## src/rtl/thermal_alert_pkg.sv

```systemverilog
package thermal_alert_pkg;
  typedef struct packed {
    logic clrAll;   // wipe all state (shutdown)
    logic evtGate;  // events may be accepted
    logic intGate;  // interrupt line may be driven
    logic anyRead;  // any register read
    logic cfgRead;  // configuration register read
    logic cmpSel;   // comparator behaviour selected
  } tsCtl_t;
endpackage

```

## src/rtl/thermal_alert_ctl.sv

```systemverilog
module thermal_alert_ctl
  import thermal_alert_pkg::*;
#(
  parameter int ADDR_W   = 2,
  parameter int CFG_ADDR = 1
) (
  input  logic              rdStb,
  input  logic [ADDR_W-1:0] rdAddr,
  input  logic              intMask,
  input  logic              shutdown,
  input  logic              cmpMode,
  output tsCtl_t            ctl
);
  localparam logic [ADDR_W-1:0] CfgAddrV = ADDR_W'(CFG_ADDR);

  always_comb begin
    ctl.clrAll  = shutdown;
    ctl.evtGate = !shutdown;
    ctl.intGate = !intMask;
    ctl.anyRead = rdStb;
    ctl.cfgRead = rdStb && (rdAddr == CfgAddrV);
    ctl.cmpSel  = cmpMode;
  end
endmodule

```

## src/rtl/thermal_alert_dp.sv

```systemverilog
module thermal_alert_dp
  import thermal_alert_pkg::*;
#(
  parameter int NUM_ZONES = 3
) (
  input  logic                 clk,
  input  logic                 rstN,
  input  tsCtl_t               ctl,
  input  logic [NUM_ZONES-1:0] overEvt,
  input  logic [NUM_ZONES-1:0] underEvt,
  output logic [NUM_ZONES-1:0] status,
  output logic                 intOn
);
  logic [NUM_ZONES-1:0] accV;
  logic [NUM_ZONES-1:0] awaitUnder;
  logic [NUM_ZONES-1:0] statusQ;
  logic                 intLatch;

  for (genvar i = 0; i < NUM_ZONES; i++) begin : g_zone
    assign accV[i] = ctl.evtGate && (awaitUnder[i] ? underEvt[i] : overEvt[i]);

    always_ff @(posedge clk) begin
      if (!rstN || ctl.clrAll) begin
        awaitUnder[i] <= 1'b0;
        statusQ[i]    <= 1'b0;
      end else begin
        if (accV[i]) awaitUnder[i] <= !awaitUnder[i];
        if (accV[i])          statusQ[i] <= 1'b1;
        else if (ctl.cfgRead) statusQ[i] <= 1'b0;
      end
    end

    p_evt_sets_status_r2: assert property (@(posedge clk) disable iff (!rstN)
      (accV[i] && !ctl.clrAll) |=> statusQ[i]);
    p_clear_cause_r5: assert property (@(posedge clk) disable iff (!rstN)
      $fell(statusQ[i]) |-> $past(ctl.cfgRead || ctl.clrAll));
    p_same_dir_ignored_r7: assert property (@(posedge clk) disable iff (!rstN)
      (!awaitUnder[i] && underEvt[i] && !overEvt[i]) |=> !awaitUnder[i]);
  end

  always_ff @(posedge clk) begin
    if (!rstN || ctl.clrAll)          intLatch <= 1'b0;
    else if ((|accV) && ctl.intGate)  intLatch <= 1'b1;
    else if (ctl.anyRead)             intLatch <= 1'b0;
  end

  assign status = statusQ;
  assign intOn  = ctl.intGate && (ctl.cmpSel ? (|awaitUnder) : intLatch);

  p_mask_quiet_r3: assert property (@(posedge clk) disable iff (!rstN)
    !ctl.intGate |-> !intOn);
  p_shutdown_clear_r8: assert property (@(posedge clk) disable iff (!rstN)
    ctl.clrAll |=> (statusQ == '0 && !intLatch && awaitUnder == '0));
  p_read_release_r4: assert property (@(posedge clk) disable iff (!rstN)
    (ctl.anyRead && !(|accV)) |=> !intLatch);
  p_event_latches_r10: assert property (@(posedge clk) disable iff (!rstN)
    ((|accV) && ctl.intGate) |=> intLatch);
endmodule

```

## src/rtl/thermal_alert_ctrl.sv

```systemverilog
module thermal_alert_ctrl
  import thermal_alert_pkg::*;
#(
  parameter int NUM_ZONES = 3,
  parameter int ADDR_W    = 2,
  parameter int CFG_ADDR  = 1
) (
  input  logic                 clk,
  input  logic                 rstN,
  input  logic [NUM_ZONES-1:0] overEvt,
  input  logic [NUM_ZONES-1:0] underEvt,
  input  logic                 rdStb,
  input  logic [ADDR_W-1:0]    rdAddr,
  input  logic                 intMask,
  input  logic                 shutdown,
  input  logic                 cmpMode,
  output logic [NUM_ZONES-1:0] status,
  output logic                 intOn,
  output logic                 intN
);
  tsCtl_t ctl;

  thermal_alert_ctl #(.ADDR_W(ADDR_W), .CFG_ADDR(CFG_ADDR)) u_ctl (
    .rdStb(rdStb), .rdAddr(rdAddr), .intMask(intMask),
    .shutdown(shutdown), .cmpMode(cmpMode), .ctl(ctl)
  );

  thermal_alert_dp #(.NUM_ZONES(NUM_ZONES)) u_dp (
    .clk(clk), .rstN(rstN), .ctl(ctl), .overEvt(overEvt),
    .underEvt(underEvt), .status(status), .intOn(intOn)
  );

  assign intN = !intOn;

  p_line_inverse_r12: assert property (@(posedge clk) disable iff (!rstN)
    intN == !intOn);
endmodule

```

## config.mk

```make
export PLATFORM = sky130hd
export DESIGN_NAME = thermal_alert_ctrl
export DESIGN_NICKNAME = d
export VERILOG_FILES = /design/src/rtl/thermal_alert_pkg.sv /design/src/rtl/thermal_alert_ctl.sv /design/src/rtl/thermal_alert_dp.sv /design/src/rtl/thermal_alert_ctrl.sv
export SDC_FILE = /design/constraint.sdc
export NUM_CORES = 1
export LEC_CHECK = 0
export BUFFER_PORTS_ARGS = -buffer_cell sky130_fd_sc_hd__buf_2
export CORE_AREA = 3 3 40 42
export DETAILED_ROUTE_END_ITERATION = 16
export DIE_AREA = 0 0 43 45
export GPL_TIMING_DRIVEN = 0
export PLACE_DENSITY_LB_ADDON = 0.2
export SYNTH_ARGS = -nofsm -noshare
export SYNTH_HDL_FRONTEND = slang
export SYNTH_SLANG_ARGS = --single-unit
```

## constraint.sdc

```tcl
create_clock -name clk -period 2.8 [get_ports clk]
set_clock_uncertainty 0.15 [all_clocks]
set_input_delay 0.14 -clock clk [delete_from_list [all_inputs] [get_ports clk]]
set_output_delay 0.14 -clock clk [all_outputs]
set_load 0.02 [all_outputs]
```

== Yosys cells after proc, flatten, opt, wreduce, memory -nomap -nowiden ==
Cells that the tools add are included.
Widths: inputs -> output; s select.

* Output and inout bits: 5
* Register bits: 7
* Logic and storage cells: 38

* Equal/unequal tests: 1
* Multiplexer cells: 10
* Reduce and logical (&&, ||, !) cells: 20

{| class="wikitable"
|+ Operators by type and width
! operator !! number
|-
| $mux 1 || 10
|-
| $reduce_bool 2->1 || 4
|-
| $logic_not 1->1 || 7
|-
| $logic_and 1x1->1 || 6
|-
| $reduce_or 3->1 || 2
|-
| $eq 2x1->1 const B || 1
|-
| $logic_or 1x1->1 || 1
|}

== Longest topological paths before layout ==
* Depth in word-level cells: 5
* Gate-level depth with buffers: 3
* Depth with buffers taken out: 3

== Hierarchy ==
A second synthesis with hierarchy kept.

* Cell total of the unflattened synthesis: 41
* Area, all modules: 365.4 sq um

{| class="wikitable"
|+ Modules (own cells, without submodules)
! module !! area an instance (sq um) !! cells each !! instances !! sequential area each (sq um)
|-
| thermal_alert_dp || 322.8 || 34 || 1 || 140.1
|-
| thermal_alert_ctl || 38.8 || 6 || 1 || 0.0
|-
| thermal_alert_ctrl || 3.8 || 1 || 1 || 0.0
|}

== Worst setup path after synthesis ==
No wires, ideal clock.

* Path kind: reg2out
* Start: register u_dp.awaitUnder[1]
* End: output intOn
* Arrival: 1.064 ns
* Required time: 2.510 ns
* Cell stages (with the launch flop): 4
* Slack: 1.446 ns
* Cells stage by stage: dfxtp_1 -> nor4b_1 -> or3_1 -> inv_1

* Cells in the longest elaborated chain, start to end: 3

{| class="wikitable"
|+ RTL lines
! element !! line !! source
|-
| start, declared || thermal_alert_dp.sv:15 || <nowiki>logic [NUM_ZONES-1:0] awaitUnder;</nowiki>
|-
| start signal, assigned by index || thermal_alert_dp.sv:27 || <nowiki>if (accV[i]) awaitUnder[i] <= !awaitUnder[i];</nowiki>
|-
| $reduce_or 3->1 || thermal_alert_dp.sv:48 || <nowiki>assign intOn = ctl.intGate && (ctl.cmpSel ? (|awaitUnder) : intLatch);</nowiki>
|-
| $mux 1 || thermal_alert_dp.sv:48 ||
|-
| $logic_and 1x1->1 || thermal_alert_dp.sv:48 ||
|-
| end, declared || thermal_alert_ctrl.sv:18 || <nowiki>output logic intOn,</nowiki>
|}

Every way passes these cells.

== Final worst setup path ==
Same ends and word-level chain as after synthesis.

==> results.sh <==
export IMPL_grt_pass1_vias=292
export IMPL_hold_slack_ns=0.0173
export IMPL_crit_slowest_cell="dfxtp_1"
export IMPL_avgSynthCellArea_um2=9.65
export IMPL_synth_compound_area_frac=0.213
export IMPL_period_share=0.554
export IMPL_min_period_ns=1.55
export IMPL_globalRouteTotalUtil=0.0935
export IMPL_synthMuxAreaShare=0.100
export IMPL_core_um2=1280
export IMPL_synthXorXnorAreaFrac=0
export IMPL_rsz0062_at_grt="false"
export IMPL_final_cell_mix="buf_2 (18), nor2_1 (7), dfxtp_1 (7)"
export IMPL_cts_clk_slew_worst_paths_ns=0.05
export IMPL_yosys_area_share_simple=0.205
export IMPL_synth_seq_cells=7
export IMPL_timing_final_hold_violations=0
export IMPL_power_density_nw_per_um2=513
export IMPL_place_ws_ns=1.50
export IMPL_cp_required_ns=2.51
export IMPL_maxSlewViolCount=0
export IMPL_path_cells="nor4b_1 -> or3_1 -> inv_1 -> buf_2"
export IMPL_worst_setup_path_end_kind="output pin"
export IMPL_dr_pass1_iters=4
export IMPL_cts_inserted_buffers=3
export IMPL_port_buffer_count=18
export IMPL_synthAdderAreaFrac=0
export IMPL_ys_seq_area_frac=0.469
export IMPL_antenna_found_initial=0
export IMPL_p_leak_nw=0.214
export IMPL_gp_congestion=0.644
export IMPL_m1WireLength_um=366
export IMPL_critPathBufInv=2
export IMPL_ir_drop_uv=185
export IMPL_rows=13
export IMPL_worstSetupPathType="reg -> out"
export IMPL_insertion_delay_ns=0.25
export IMPL_synth_cell_types=12
export IMPL_critPathLaunchType="flop"
export IMPL_fin_ws_ns=1.25
export IMPL_route_met2_wl_um=305
export IMPL_synthCells=31
export IMPL_nets=71
export IMPL_synth_net_count=45
export IMPL_area_growth_syn_to_layout_pct=55.2
export IMPL_max_freq_ghz=0.644
export IMPL_cts_tree="built"
export IMPL_ios=19
export IMPL_cts_max_level=1
export IMPL_worstHoldPathType="in -> reg"
export IMPL_cap_viol_max_count=0
export IMPL_top_layer="met4"
export IMPL_utilization=0.361
export IMPL_root_buffer="clkbuf_4"
export IMPL_vias=314
export IMPL_run_status="finished clean"
export IMPL_syn_area_um2=299
export IMPL_cp_arrival_ns=1.26
export IMPL_grt_pass1_wl_mm=1.23
export IMPL_synth_top_family_by_area="compound AO/OA/AOI/OAI gates"
export IMPL_final_setup_tns_ns=0
export IMPL_final_common_cell="buf_2"
export IMPL_dieArea_um2=1940
export IMPL_cp_max_fo=4
export IMPL_power_mw=0.238
export IMPL_overflow=0
export IMPL_drt_initial_drc_count=6
export IMPL_wl_met3_um=63
export IMPL_yosysWarnings=0
export IMPL_fp_dieW_um=43
export IMPL_slew_headroom=0.810
export IMPL_cts_sinks=7
export IMPL_vias_per_cell=4.42
export IMPL_start_util=0.233
export IMPL_ant_nets=0
export IMPL_final_setup_viol_count=0
export IMPL_routedWlPerCell_um=10.5
export IMPL_max_stage_delay_ns=0.38
export IMPL_clock_path_buffers=2
export IMPL_diodes=0
export IMPL_wl_um=745
export IMPL_die_h_um=45
export IMPL_drive_above_1_share=0.375
export IMPL_grt_max_degree=8
export IMPL_path_delay_family="simple AND/OR/NAND/NOR gates"
export IMPL_drcViolationCount=0
export IMPL_worst_pin_slew_ns=0.285
==> synth_stat cells <==
cell type / count / area [um2]
dfxtp_1: 7 / 140
or3_1: 1 / 6.26
nand2b_1: 2 / 12.5
a211oi_1: 3 / 22.5
inv_1: 1 / 3.75
nand3b_1: 1 / 7.51
a21oi_1: 1 / 5.00
nor2_1: 7 / 26.3
a311o_1: 1 / 10.0
a2bb2oi_1: 3 / 26.3
nor4b_1: 1 / 8.76
mux2i_1: 3 / 30.0
==> routing by layer <==
metal	up-vias	global-route usage
met5	-	0
li1	167	-
met1	132	0.117
met2	13	0.108
met4	0	0.108
met3	2	0.0398
==> layout make-up <==
cell class	instances	area, um2
fill	131	821
timing repair buffer	21	120
inverter	1	3.75
clock buffer	4	26.3
sequential	7	140
multi-input combinational	23	155
tap	15	18.8
==> sequential cells by signal, indices dropped and copies added, names as in the netlist <==
| register | count |
|---|---|
| u_dp.intLatch | 1 |
| u_dp.awaitUnder | 3 |
| u_dp.status | 3 |
==> kinds of logic (layout without fill, tap and decap cells) <==
group | after synthesis | after routing
flip-flops | 7 | 7
buffers and inverters | 1 | 26
multiplexers | 3 | 3
AO/OA/AOI/OAI | 8 | 8
AND/OR/NAND/NOR | 12 | 12
==> metrics by stage <==
stage | cell area, um2 | instances
floorplan | 299 | 31
global placement | 408 | 64
CTS | 464 | 71
finish | 464 | 71
global route | 464 | 71
detailed placement | 408 | 64
==> final timing paths <==
| kind | cells after the start | slack (ns) | from | to |
|---|---|---|---|---|
| setup / recovery | 4 | 1.25 | u_dp.awaitUnder[1] | intOn |
| hold / removal | 3 | 0.02 | rdStb | u_dp.intLatch |
| setup reg to reg | 3 | 1.58 | u_dp.awaitUnder[1] | u_dp.intLatch |
| hold reg to reg | 2 | 0.33 | u_dp.intLatch | u_dp.intLatch |
==> worst min-delay path, stage by stage <==
cell      delay [ns]
buf_2           0.09
nand2b_1        0.09
a21oi_1         0.05
==> power by group <==
part	leakage, nW	switching (mW)	total [mW]	internal, mW
clock	0.0150	0.0367	0.0911	0.0544
combinational	0.142	0.0185	0.0398	0.0213
sequential	0.0573	0.00338	0.107	0.104
==> what timing repair did <==
item / CTS / global route
gates resized for setup: 0 / 0
hold endpoints to repair: 3 / 0
setup endpoints to repair: 0 / 0
hold buffers: 3 / 0
buffers inserted: 0 / 0
Power figures use the tool's default switching activity.
